### src/rtl/asm_cnt_pkg.sv
package asm_cnt_pkg;
   localparam int STATE_W   = 2;
   localparam int NUM_CODES = 1 << STATE_W;

   typedef enum logic [STATE_W-1:0] {
      ST_IDLE   = 2'b00,
      ST_COUNT  = 2'b01,
      ST_UNUSED = 2'b10,
      ST_DONE   = 2'b11
   } asm_state_e;
endpackage

### src/rtl/asm_cnt_ctrl.sv
module asm_cnt_ctrl
   import asm_cnt_pkg::*;
#(
   parameter int NEXT_STYLE = 0
) (
   input  logic               clk,
   input  logic               rst,
   input  logic               start,
   input  logic               cond_lo,
   input  logic               cond_hi,
   output logic               t_idle,
   output logic               t_count,
   output logic               t_done,
   output logic [STATE_W-1:0] state_q
);
   logic [STATE_W-1:0]   g_q;
   logic [STATE_W-1:0]   g_d;
   logic [NUM_CODES-1:0] dec;

   if (NEXT_STYLE != 0 && NEXT_STYLE != 1) begin : g_bad_style
      $error("asm_cnt_ctrl: NEXT_STYLE must be 0 or 1");
   end

   for (genvar k = 0; k < NUM_CODES; k++) begin : g_dec
      assign dec[k] = (g_q == STATE_W'(k));
   end

   assign t_idle  = dec[int'(ST_IDLE)];
   assign t_count = dec[int'(ST_COUNT)];
   assign t_done  = dec[int'(ST_DONE)];
   assign state_q = g_q;

   if (NEXT_STYLE == 0) begin : g_eqn
      assign g_d = {t_count & cond_lo & cond_hi, (t_idle & start) | t_count};
   end else begin : g_table
      always_comb begin
         case (asm_state_e'(g_q))
            ST_IDLE:  g_d = start ? ST_COUNT : ST_IDLE;
            ST_COUNT: g_d = (cond_lo && cond_hi) ? ST_DONE : ST_COUNT;
            default:  g_d = ST_IDLE;
         endcase
      end
   end

   always_ff @(posedge clk) begin
      if (rst) g_q <= ST_IDLE;
      else     g_q <= g_d;
   end

   AST_IDLE_HOLD: assert property (@(posedge clk) disable iff (rst)
      (t_idle && !start) |=> (g_q == ST_IDLE));
   AST_START_GO: assert property (@(posedge clk) disable iff (rst)
      (t_idle && start) |=> (g_q == ST_COUNT));
   AST_DONE_RETURN: assert property (@(posedge clk) disable iff (rst)
      t_done |=> (g_q == ST_IDLE));
   AST_UNUSED_RECOVER: assert property (@(posedge clk) disable iff (rst)
      dec[int'(ST_UNUSED)] |=> (g_q == ST_IDLE));
endmodule

### src/rtl/asm_cnt_counter.sv
module asm_cnt_counter #(
   parameter int WIDTH     = 4,
   parameter int CNT_STYLE = 0
) (
   input  logic             clk,
   input  logic             rst,
   input  logic             clr,
   input  logic             inc,
   output logic [WIDTH-1:0] a_q
);
   if (WIDTH < 1) begin : g_bad_width
      $error("asm_cnt_counter: WIDTH must be at least 1");
   end

   if (CNT_STYLE == 0) begin : g_adder
      always_ff @(posedge clk) begin
         if (rst || clr) a_q <= '0;
         else if (inc)   a_q <= a_q + WIDTH'(1);
      end
   end else begin : g_toggle
      logic [WIDTH-1:0] tog;
      for (genvar i = 0; i < WIDTH; i++) begin : g_bit
         if (i == 0) begin : g_lsb
            assign tog[i] = inc;
         end else begin : g_upper
            assign tog[i] = inc & (&a_q[i-1:0]);
         end
         always_ff @(posedge clk) begin
            if (rst || clr) a_q[i] <= 1'b0;
            else if (tog[i]) a_q[i] <= ~a_q[i];
         end
      end
   end

   AST_CLEAR_ZERO: assert property (@(posedge clk) disable iff (rst)
      clr |=> (a_q == '0));
   AST_COUNT_STEP: assert property (@(posedge clk) disable iff (rst)
      (inc && !clr) |=> (a_q == $past(a_q) + WIDTH'(1)));
   AST_COUNT_HOLD: assert property (@(posedge clk) disable iff (rst)
      (!inc && !clr) |=> $stable(a_q));
endmodule

### src/rtl/asm_cnt_flags.sv
module asm_cnt_flags (
   input  logic clk,
   input  logic rst,
   input  logic clr,
   input  logic load_e,
   input  logic e_src,
   input  logic set_f,
   output logic e_q,
   output logic f_q
);
   always_ff @(posedge clk) begin
      if (rst)         e_q <= 1'b0;
      else if (load_e) e_q <= e_src;
   end

   always_ff @(posedge clk) begin
      if (rst)        f_q <= 1'b0;
      else if (set_f) f_q <= 1'b1;
      else if (clr)   f_q <= 1'b0;
   end

   AST_E_FOLLOW: assert property (@(posedge clk) disable iff (rst)
      load_e |=> (e_q == $past(e_src)));
   AST_E_KEEP: assert property (@(posedge clk) disable iff (rst)
      !load_e |=> $stable(e_q));
   AST_F_SET: assert property (@(posedge clk) disable iff (rst)
      set_f |=> f_q);
   AST_F_CLEAR: assert property (@(posedge clk) disable iff (rst)
      (clr && !set_f) |=> !f_q);
endmodule

### src/rtl/asm_count_unit.sv
module asm_count_unit
   import asm_cnt_pkg::*;
#(
   parameter int WIDTH      = 4,
   parameter int LO_BIT     = 1,
   parameter int HI_BIT     = 2,
   parameter int NEXT_STYLE = 0,
   parameter int CNT_STYLE  = 0
) (
   input  logic               clk,
   input  logic               rst,
   input  logic               start,
   output logic [WIDTH-1:0]   a_out,
   output logic               e_out,
   output logic               f_out,
   output logic [STATE_W-1:0] state_out
);
   if (LO_BIT < 0 || LO_BIT >= WIDTH || HI_BIT < 0 || HI_BIT >= WIDTH) begin : g_bad_bits
      $error("asm_count_unit: LO_BIT and HI_BIT must lie inside the counter");
   end
   if (LO_BIT == HI_BIT) begin : g_same_bits
      $error("asm_count_unit: LO_BIT and HI_BIT must differ");
   end

   logic t_idle, t_count, t_done;
   logic clr_a, inc_a;

   asm_cnt_ctrl #(.NEXT_STYLE(NEXT_STYLE)) u_ctrl (
      .clk     (clk),
      .rst     (rst),
      .start   (start),
      .cond_lo (a_out[LO_BIT]),
      .cond_hi (a_out[HI_BIT]),
      .t_idle  (t_idle),
      .t_count (t_count),
      .t_done  (t_done),
      .state_q (state_out)
   );

   assign clr_a = t_idle & start;
   assign inc_a = t_count;

   asm_cnt_counter #(.WIDTH(WIDTH), .CNT_STYLE(CNT_STYLE)) u_cnt (
      .clk (clk),
      .rst (rst),
      .clr (clr_a),
      .inc (inc_a),
      .a_q (a_out)
   );

   asm_cnt_flags u_flags (
      .clk    (clk),
      .rst    (rst),
      .clr    (clr_a),
      .load_e (t_count),
      .e_src  (a_out[LO_BIT]),
      .set_f  (t_done),
      .e_q    (e_out),
      .f_q    (f_out)
   );

   AST_STAY_COUNT: assert property (@(posedge clk) disable iff (rst)
      (state_out == ST_COUNT && !(a_out[LO_BIT] && a_out[HI_BIT]))
      |=> (state_out == ST_COUNT));
   AST_EXIT_COUNT: assert property (@(posedge clk) disable iff (rst)
      (state_out == ST_COUNT && a_out[LO_BIT] && a_out[HI_BIT])
      |=> (state_out == ST_DONE));
   AST_NO_UNUSED: assert property (@(posedge clk) disable iff (rst)
      state_out != ST_UNUSED);
   AST_F_KEEP_COUNT: assert property (@(posedge clk) disable iff (rst)
      (state_out == ST_COUNT) |=> $stable(f_out));
endmodule

### config.mk
export PLATFORM = sky130hd
export DESIGN_NAME = asm_count_unit
export DESIGN_NICKNAME = d
export VERILOG_FILES = /design/src/rtl/asm_cnt_pkg.sv /design/src/rtl/asm_cnt_ctrl.sv /design/src/rtl/asm_cnt_counter.sv /design/src/rtl/asm_cnt_flags.sv /design/src/rtl/asm_count_unit.sv
export SDC_FILE = /design/constraint.sdc
export NUM_CORES = 1
export LEC_CHECK = 0
export ABC_CLOCK_PERIOD_IN_PS = 2820
export BUFFER_PORTS_ARGS = -buffer_cell sky130_fd_sc_hd__buf_2
export CORE_AREA = 5 5 42 44
export CTS_CLUSTER_DIAMETER = 150
export DETAILED_ROUTE_END_ITERATION = 10
export DIE_AREA = 0 0 47 49
export GPL_TIMING_DRIVEN = 0
export PLACE_DENSITY = 0.47
export SETUP_SLACK_MARGIN = 0.5
export SYNTH_ARGS = -nofsm -noshare
export SYNTH_HDL_FRONTEND = slang
export SYNTH_SLANG_ARGS = --single-unit
### constraint.sdc
create_clock -name clk -period 2.82 [get_ports clk]
set_input_delay 0.705 -clock clk [delete_from_list [all_inputs] [get_ports clk]]
set_output_delay 0.705 -clock clk [all_outputs]
set_load 0.02 [all_outputs]
# ---- After elaboration in Yosys (flattened, before gate mapping)
# Index checks and enable logic that the tools add are counted.
dict set report totals {
  regBits 8
  input_bits 3
  out_inout_bits 8
  elab_cells 16
}
dict set report op_classes {
  n_addsub 1
  eq_ne 2
  n_mux 2
  n_bitwise 4
  n_reduce_logical 3
}
# operator n
set op_table {}
lappend op_table {{adder 4 x 1 -> 4 bit, second input constant} 1}
lappend op_table {{AND 1 bit} 3}
lappend op_table {{equality test 2 x 1 -> 1 bit, second input constant} 1}
lappend op_table {{equality test 2 bit, second input constant} 1}
lappend op_table {{zero test 2 bit} 1}
lappend op_table {{two-way mux 1 bit} 2}
lappend op_table {{nonzero test 2 bit} 1}
lappend op_table {{logical OR 1 bit} 1}
lappend op_table {{bitwise OR 1 bit} 1}

# ---- Logic depth before layout (Yosys ltp)
# Gate-level depths: netlist (run 1).
dict set report depth {
  ltp_word 4
  depth_mapped 4
  depth_no_buf 4
}

# ---- Modules after synthesis
# From an unflattened synthesis (run 1), not the netlist that was laid out.
dict set report hier_totals {
  cells_unflattened 34
  area_unflattened_um2 347.8
}
# mod n_inst cells_per_inst area_per_inst_um2
set by_module_without_submodules {}
lappend by_module_without_submodules {asm_cnt_counter 1 17 177.7}
lappend by_module_without_submodules {asm_cnt_ctrl 1 9 91.3}
lappend by_module_without_submodules {asm_cnt_flags 1 7 72.6}
lappend by_module_without_submodules {asm_count_unit 1 1 6.3}

# ---- Least setup slack after synthesis (run 1)
# OpenSTA, ideal clock, no wires.
dict set report synth_path {
  path_kind {in2reg}
  startpoint {in start}
  endpoint {reg u_cnt.a_q[3]}
  arrival_time_ns 1.232
  required_ns 2.750
  setup_slack_ns 1.518
  path_stages 3
  n_path_buf 0
  path_cell_list {nor3b_1 > or2_2 > a21oi_1}
}
dict set report synth_between {
  elab_chain_cells 2
}
# item line
set synth_rtl {}
lappend synth_rtl {{start, declared} asm_count_unit.sv:12} ;# input logic start,
lappend synth_rtl {{AND 1 bit} asm_count_unit.sv:40} ;# assign clr_a = t_idle & start;
lappend synth_rtl {{logical OR 1 bit} asm_cnt_counter.sv:17} ;# if (rst || clr) a_q <= '0;
lappend synth_rtl {{end signal, assigned} asm_cnt_counter.sv:18} ;# else if (inc) a_q <= a_q + WIDTH'(1);
lappend synth_rtl {{end, declared} asm_cnt_counter.sv:9} ;# output logic [WIDTH-1:0] a_q
# Every way passes these cells.
# A chain may end at the register's enable or synchronous reset.

# ---- Worst setup path in the final report (run 1)
dict set report layout_path {
  startpoint {reg u_cnt.a_q[1]}
  endpoint {out a_out[1]}
}
# item line
set layout_rtl {}
lappend layout_rtl {{end, declared} asm_count_unit.sv:13} ;# output logic [WIDTH-1:0] a_out,
# No word-level cell between the ends.

==> parameters.txt, run 1 <==
Parameter                              Value

Clock network
  Clk buf depth ... 2
  Clock Sinks ... 8
  Total clock buffers created by CTS ... 3
  Maximum level of the CTS H-tree ... 1
  Clock transition time at the flip-flop clock pins of the worst setup and hold paths ... 50 ps
  Clock Latency Late Sink ... 250 ps
  Cells resized by post-CTS repair ... 0
  Buffer count from post-CTS setup fixing ... 0
  Cell at the root of the clock tree ... sky130_fd_sc_hd__clkbuf_4
  CTS tree ... done
  Cts hold-fix bufs ... 0

Hold path
  Worst min-delay path startpoint ... u_flags.f_q
  Class of the worst hold path ... register to register
  Hold Path Stages ... 2
  Worst Hold Endpoint ... u_flags.f_q

Global route
  Global-route wire length before repair ... 1010 µm
  Number of global-route vias before repair ... 237
  Number of antenna violations at the first check in global routing ... 0
  Remaining global-route overflow ... 0
  Global router's overall resource usage ... 6.42%
  Largest net degree at the start of global routing ... 8

Setup path
  Startpoint of the worst setup timing path ... u_cnt.a_q[1]
  Crit-path slowest cell ... sky130_fd_sc_hd__dfxtp_1
  Arrival time of data at the critical path endpoint ... 920 ps
  Worst r2r src ... u_ctrl.state_q[0]
  Crit start category ... register
  Largest fanout on the critical path ... 5
  Top Family by Delay on Critical Path ... flip-flops
  Element type at the critical path end ... primary output
  Critical path start-end classification ... register to primary output
  Number of buffers and inverters on the critical path ... 2
  Req. time, crit path ... 2120 ps
  Worst r2r dst ... u_flags.e_q
  R2r setup slk ... 1670 ps
  Largest stage delay on the critical path ... 400 ps
  Cell-by-cell listing of the critical path ... buf_4 > buf_2
  FF-to-FF path depth ... 3

Power and ir drop
  Internal Dissipation ... 0.000172 W
  Leakage power of the design ... 0.190 nW
  Clock power frac ... 38.0%
  Proportion of power drawn by flip-flops and latches ... 53.7%
  Proportion of total power due to net switching ... 22.3%
  Sw power ... 0.0000494 W
  Max IR drop VDD ... 0.000200 V
  Comb pwr share ... 8.3%
  Power per cell area ... 541 nW/µm²

Logic synthesis
  Synthesized cell area ... 318 µm²
  Average footprint of a synthesized cell ... 9.63 µm²
  Number of warning messages in the yosys log ... 0
  Yosys top cell by area ... sky130_fd_sc_hd__dfxtp_1
  Post-Synthesis Net Count ... 37
  Leading post-synthesis cells by cell area ... sky130_fd_sc_hd__dfxtp_1 50%, sky130_fd_sc_hd__nor2_1 8.3%, sky130_fd_sc_hd__mux2i_1 6.3%
  Most instantiated cells after synthesis ... 8 x sky130_fd_sc_hd__dfxtp_1, 7 x sky130_fd_sc_hd__nor2_1, 2 x sky130_fd_sc_hd__a21oi_1, 2 x sky130_fd_sc_hd__buf_4, 2 x sky130_fd_sc_hd__mux2i_1
  Share of synthesized registers carrying an async set or reset ... 0%
  Post-synth cell types ... 17
  Most used standard cell by instance count after synthesis ... sky130_fd_sc_hd__dfxtp_1
  EDFF count, synth ... 0
  Main flop type after synthesis ... sky130_fd_sc_hd__dfxtp_1
  Seq/Total Area, Yosys ... 50.4%
  Share of Yosys cell area claimed by the top area cell type ... 50.4%
  Gate count after technology mapping ... 33
  Flops & latches, synth ... 8

Floorplan
  Initial core utilization ... 22.7%
  Total Die Area ... 2300 µm²
  Die Span Y ... 49 µm
  Boundary Pins ... 11
  Standard-cell rows ... 14
  Die Span X ... 47 µm
  Core region area ... 1400 µm²

Cells and area
  Post-layout instance area ... 410 µm²
  NumNets Final ... 52
  Share of cells above drive strength 1 ... 34.8%
  Layout fillers ... 169
  Area Growth Syn to Fin ... 29.1%
  Final antenna diode count ... 0
  Layout Cells excl Fill ... 62
  Fin util ... 29.3%

Placement
  DP HPWL ... 460 µm
  Port Buf Inserts ... 10
  Inst Count DP ... 59
  Cell area after placement ... 388 µm²
  Weighted congestion at the end of routability-driven global placement ... 0.657

Route
  Count of TritonRoute iterations in the first routing pass ... 2
  Overall via count from detail_route ... 255
  DRC errors left ... 0
  Number of DRC markers in iteration 0 ... 1
  Number of antenna-violating nets in the routed design ... 0
  Routed len/inst ... 9.66 µm
  Routed wire length ... 599 µm
  Vias per std cell ... 4.11

STA
  Final period util ... 57.5%
  Worst slack on hold paths ... 471 ps
  Highest clock rate ... 0.617 GHz
  Setup repair after global routing missed its margin ... no
  Setup Skew ... 4.35 ps
  Time the worst path needs with I/O delays and setup ... 1620 ps
  Count of final hold-check violations ... 0
  Slew margin rel. ... 77.3%
  Sum Neg Setup Slack ... 0 ps
  Transition time at the pin with the least slew margin ... 339 ps
  Final number of max-transition violations ... 0
  Final Setup Violations ... 0

Job
  Max-cap violation count ... 0

Run status
  Outcome ... finished, final reports clean
==> how the worst max path moves through the flow <==
| stage | cells past startpoint | slack, ps | end |
|---|---|---|---|
| detailed placement | 4 | 1350 | u_cnt.a_q[3] |
| global placement | 4 | 1360 | u_cnt.a_q[3] |
| finish | 2 | 1200 | a_out[1] |
| CTS | 2 | 1170 | a_out[1] |
| global route | 2 | 1130 | a_out[1] |
| floorplan | 3 | 1520 | u_cnt.a_q[3] |
==> area by class of cell <==
type                    count  area (µm²)  area share (%)
repair buffers             10        50.0            12.2
flip-flops and latches      8         160            39.0
inverters                   1        3.75           0.915
plain buffers               2        15.0            3.66
clock buffers               3        22.5            5.49
well taps                  16        20.0            4.88
multi-input cells          22         139            33.8
==> power by group through the flow <==
stage	Sequential [W]	Clock (W)	Combinational, W
2_1_floorplan	0.000124	0	0.00000992
3_3_place_gp	0.000122	0	0.0000186
3_5_place_dp	0.000121	0	0.0000187
4_1_cts	0.000119	0.0000913	0.0000188
5_1_grt	0.000119	0.0000988	0.0000204
6_report	0.000119	0.0000844	0.0000184
==> layer usage <==
layer	share of wire, %	global-route usage [%]
met1	47	7.30
met3	6.0	5.54
met5	0	0
met2	47	8.37
met4	0	2.76
==> layout by cell type (no fill, tap or decap), drive strengths merged <==
cell type,instances
o21ai,1
a21oi,2
clkbuf,3
ha,1
nand3b,1
buf,12
inv,1
or2,1
dfxtp,8
nor3,1
nor2,7
xor2,1
xnor2,1
nor3b,1
nand4b,1
mux2i,2
or3,1
nor2b,1
==> through the flow <==
stage	setup WS, ps	total power (W)
global placement	1360	0.000140
CTS	1170	0.000229
finish	1200	0.000222
floorplan	1520	0.000134
global route	1130	0.000239
detailed placement	1350	0.000140
==> flip-flops by register name (all words and copies together) (netlist names) <==
signal	flops
u_cnt.a_q	4
u_ctrl.state_q	2
u_flags.e_q	1
u_flags.f_q	1
==> worst min-delay path, delay by kind of cell, from the launching register on <==
kind / cells / cell delay, ps
AO/OA/AOI/OAI: 1 / 40
flip-flops: 1 / 330
AND/OR/NAND/NOR: 1 / 70
==> cells by family after synthesis <==
logic type,count (synthesis),share of synthesized area [%]
AND/OR/NAND/NOR,14,23.2
flip-flops,8,50.4
AO/OA/AOI/OAI,3,4.72
buffers and inverters,3,5.90
XOR/XNOR,2,5.51
multiplexers,2,6.30
adder cells (fa/ha/maj),1,3.94
No activity file was read; power rests on OpenSTA's default activity.
==> inputs of run 2 (changes only) <==
--- a/config.mk
+++ b/config.mk
@@ -5,14 +5,15 @@
 export SDC_FILE = /design/constraint.sdc
 export NUM_CORES = 1
 export LEC_CHECK = 0
-export ABC_CLOCK_PERIOD_IN_PS = 2820
+export ABC_AREA = 1
+export ABC_CLOCK_PERIOD_IN_PS = 1450
 export BUFFER_PORTS_ARGS = -buffer_cell sky130_fd_sc_hd__buf_2
 export CORE_AREA = 5 5 42 44
 export CTS_CLUSTER_DIAMETER = 150
 export DETAILED_ROUTE_END_ITERATION = 10
 export DIE_AREA = 0 0 47 49
 export GPL_TIMING_DRIVEN = 0
-export PLACE_DENSITY = 0.47
+export PLACE_DENSITY = 0.49
 export SETUP_SLACK_MARGIN = 0.5
 export SYNTH_ARGS = -nofsm -noshare
 export SYNTH_HDL_FRONTEND = slang
==> constraint.sdc (replaced) <==
create_clock -name clk -period 1.45 [get_ports clk]
set_input_delay 0.3625 -clock clk [delete_from_list [all_inputs] [get_ports clk]]
set_output_delay 0.3625 -clock clk [all_outputs]
set_load 0.02 [all_outputs]
==> run 2 against run 1 <==
Compared with the run above: die area unchanged; area after synthesis up 3.1%; via count up 39%; cell area up 57%; critical path type unchanged; worst hold slack worse by 150 ps; critical endpoint is now a_out[2]; non-clock buffer count up 9; sequential power up 92%.
==> parameters.txt, run 2 <==
Parameter                              Value

Run status
  Outcome ... finished, final reports clean

Setup path
  Cell-by-cell listing of the critical path ... buf_6 > buf_6
  Largest fanout on the critical path ... 2
  Req. time, crit path ... 1090 ps
  Crit start category ... register
  Worst r2r dst ... u_cnt.a_q[3]
  R2r setup slk ... 480 ps
  Critical path start-end classification ... register to primary output
  Element type at the critical path end ... primary output
  Top Family by Delay on Critical Path ... flip-flops
  FF-to-FF path depth ... 6
  Number of buffers and inverters on the critical path ... 2
  Largest stage delay on the critical path ... 320 ps
  Arrival time of data at the critical path endpoint ... 800 ps
  Worst r2r src ... u_ctrl.state_q[0]
  Crit-path slowest cell ... sky130_fd_sc_hd__dfxtp_2
  Worst path most repeated cell ... sky130_fd_sc_hd__buf_6

STA
  Time the worst path needs with I/O delays and setup ... 1160 ps
  Highest clock rate ... 0.859 GHz
  Sum Neg Setup Slack ... 0 ps
  Final Setup Violations ... 0
  Setup repair after global routing missed its margin ... yes
  Worst setup margin ... 285 ps
  Slew margin rel. ... 88.2%
  Setup Skew ... 3.86 ps
  Count of final hold-check violations ... 0
  Final period util ... 80.3%
  Final number of max-transition violations ... 0
  Transition time at the pin with the least slew margin ... 177 ps

Power and ir drop
  Design Power ... 0.000500 W
  Power per cell area ... 775 nW/µm²
  Max IR drop VDD ... 0.000514 V
  Leakage power of the design ... 0.267 nW

Logic synthesis
  Post-synth cell types ... 13
  EDFF count, synth ... 0
  Number of warning messages in the yosys log ... 0
  Most instantiated cells after synthesis ... 11 x sky130_fd_sc_hd__nand2_1, 8 x sky130_fd_sc_hd__dfxtp_1, 8 x sky130_fd_sc_hd__nor2_1
  Flops & latches, synth ... 8
  Share of synthesized registers carrying an async set or reset ... 0%
  Main flop type after synthesis ... sky130_fd_sc_hd__dfxtp_1
  Yosys top cell by area ... sky130_fd_sc_hd__dfxtp_1
  Share of Yosys cell area claimed by the top area cell type ... 48.9%
  Leading post-synthesis cells by cell area ... sky130_fd_sc_hd__dfxtp_1 49%, sky130_fd_sc_hd__nand2_1 13%, sky130_fd_sc_hd__nor2_1 9.2%
  Post-Synthesis Net Count ... 47
  Most used standard cell by instance count after synthesis ... sky130_fd_sc_hd__nand2_1
  Average footprint of a synthesized cell ... 7.62 µm²
  Gate count after technology mapping ... 43
  Synthesized cell area ... 328 µm²
  Seq/Total Area, Yosys ... 48.9%

Clock network
  Clock Sinks ... 8
  Clk buf depth ... 2
  CTS tree ... done
  Clock Latency Late Sink ... 260 ps
  Clock transition time at the flip-flop clock pins of the worst setup and hold paths ... 60 ps
  Total clock buffers created by CTS ... 3
  Cell at the root of the clock tree ... sky130_fd_sc_hd__clkbuf_4
  Maximum level of the CTS H-tree ... 1

Cells and area
  Leading cell types in the layout, fill and taps excluded ... 11 x sky130_fd_sc_hd__buf_6, 10 x sky130_fd_sc_hd__nand2_1, 7 x sky130_fd_sc_hd__buf_4, 7 x sky130_fd_sc_hd__dfxtp_2, 6 x sky130_fd_sc_hd__nor2_1
  Largest register FFs ... 4
  Share of cells above drive strength 1 ... 64.6%
  Post-layout instance area ... 646 µm²
  NumNets Final ... 71
  Final antenna diode count ... 0
  Most common cell after layout, fill and taps aside ... sky130_fd_sc_hd__buf_6
  Reg with most FFs ... u_cnt.a_q
  Area Growth Syn to Fin ... 96.9%
  Layout Cells excl Fill ... 81

Global route
  Global router's overall resource usage ... 7.83%
  Number of antenna violations at the first check in global routing ... 0
  Number of global-route vias before repair ... 337
  Remaining global-route overflow ... 0
  Largest net degree at the start of global routing ... 7
  Global-route wire length before repair ... 1320 µm

Hold path
  Class of the worst hold path ... primary input to register
  Hold Path Stages ... 2
  Worst min-delay path startpoint ... rst
  Worst Hold Endpoint ... u_ctrl.state_q[0]

Placement
  Pre-CTS setup slack ... 393 ps
  Cell area after placement ... 402 µm²
  Inst Count DP ... 69
  Port Buf Inserts ... 10
  DP HPWL ... 516 µm
  Weighted congestion at the end of routability-driven global placement ... 0.724

Job
  Max-cap violation count ... 0

Route
  Overall via count from detail_route ... 355
  Number of DRC markers in iteration 0 ... 7
  DRC errors left ... 0
  Vias per std cell ... 4.38
  Routed wire length ... 972 µm
  Routed len/inst ... 12.0 µm
  Number of antenna-violating nets in the routed design ... 0
  Count of TritonRoute iterations in the first routing pass ... 4

Floorplan
  Core region area ... 1400 µm²
  Initial core utilization ... 23.4%
  Die Span X ... 47 µm
  Total Die Area ... 2300 µm²
  Boundary Pins ... 11
  Die Span Y ... 49 µm
  Standard-cell rows ... 14
run 2: changes by cell type after synthesis, sizes merged, moves of 2 or more:
| cell | delta |
|---|---|
| nand2 | +12 |
| a21oi | +2 |
| inv | +2 |
| mux2i | -2 |
| nand3 | +2 |
run 2: area by class of cell:
type	count	area, µm²
well taps	16	20.0
clock buffers	3	22.5
repair buffers	19	179
fillers	143	756
flip-flops and latches	8	173
plain buffers	2	22.5
inverters	3	16.3
multi-input cells	30	213
run 2: how the worst max path moves through the flow:
stage	from	slack [ps]	cells after the start	to
3_5_place_dp	start	390	4	u_cnt.a_q[0]
5_1_grt	u_cnt.a_q[2]	270	2	a_out[2]
4_1_cts	u_cnt.a_q[2]	290	2	a_out[2]
3_3_place_gp	start	390	4	u_cnt.a_q[0]
6_report	u_cnt.a_q[2]	290	2	a_out[2]
2_1_floorplan	u_ctrl.state_q[1]	530	4	u_cnt.a_q[0]
run 2: metrics by stage:
step                hold WS (ps)  utilization (%)
CTS                          317             39.0
finish                       320             46.1
floorplan                    424                -
detailed placement           459             28.7
global route                 332             46.1
global placement             456             28.7
run 2: cells by family after synthesis:
group	synth area share, %
xor gates and xnor gates	2.67
adders and majority gates	3.82
buffers and inverters	8.01
DFF	48.9
AOI/OAI and AO/OA	8.40
and+or+nand+nor	28.2
run 2: repair_timing:
item | in CTS | in global routing
endpoints found under the setup margin | 12 | 14
gates resized for setup | 28 | 16
gates cloned | 0 | 0
pin swaps | 2 | 7
hold buffers | 0 | 0
buffers inserted | 6 | 3
run 2: metal layers:
layer,share of wire [%],vias up,track usage (%),wire (µm)
li1,-,180,-,-
met1,44,160,10.4,428
met2,48,10,10.4,471
met3,4.7,5,2.21,46
met4,2.5,0,5.53,24
met5,0,-,0,0
run 2: where the power goes:
group / total, W / switching [W] / leakage, nW / internal, W
registers: 0.000229 / 0.00000443 / 0.0689 / 0.000225
logic: 0.0000888 / 0.0000449 / 0.185 / 0.0000439
clock network: 0.000182 / 0.0000865 / 0.0138 / 0.0000955
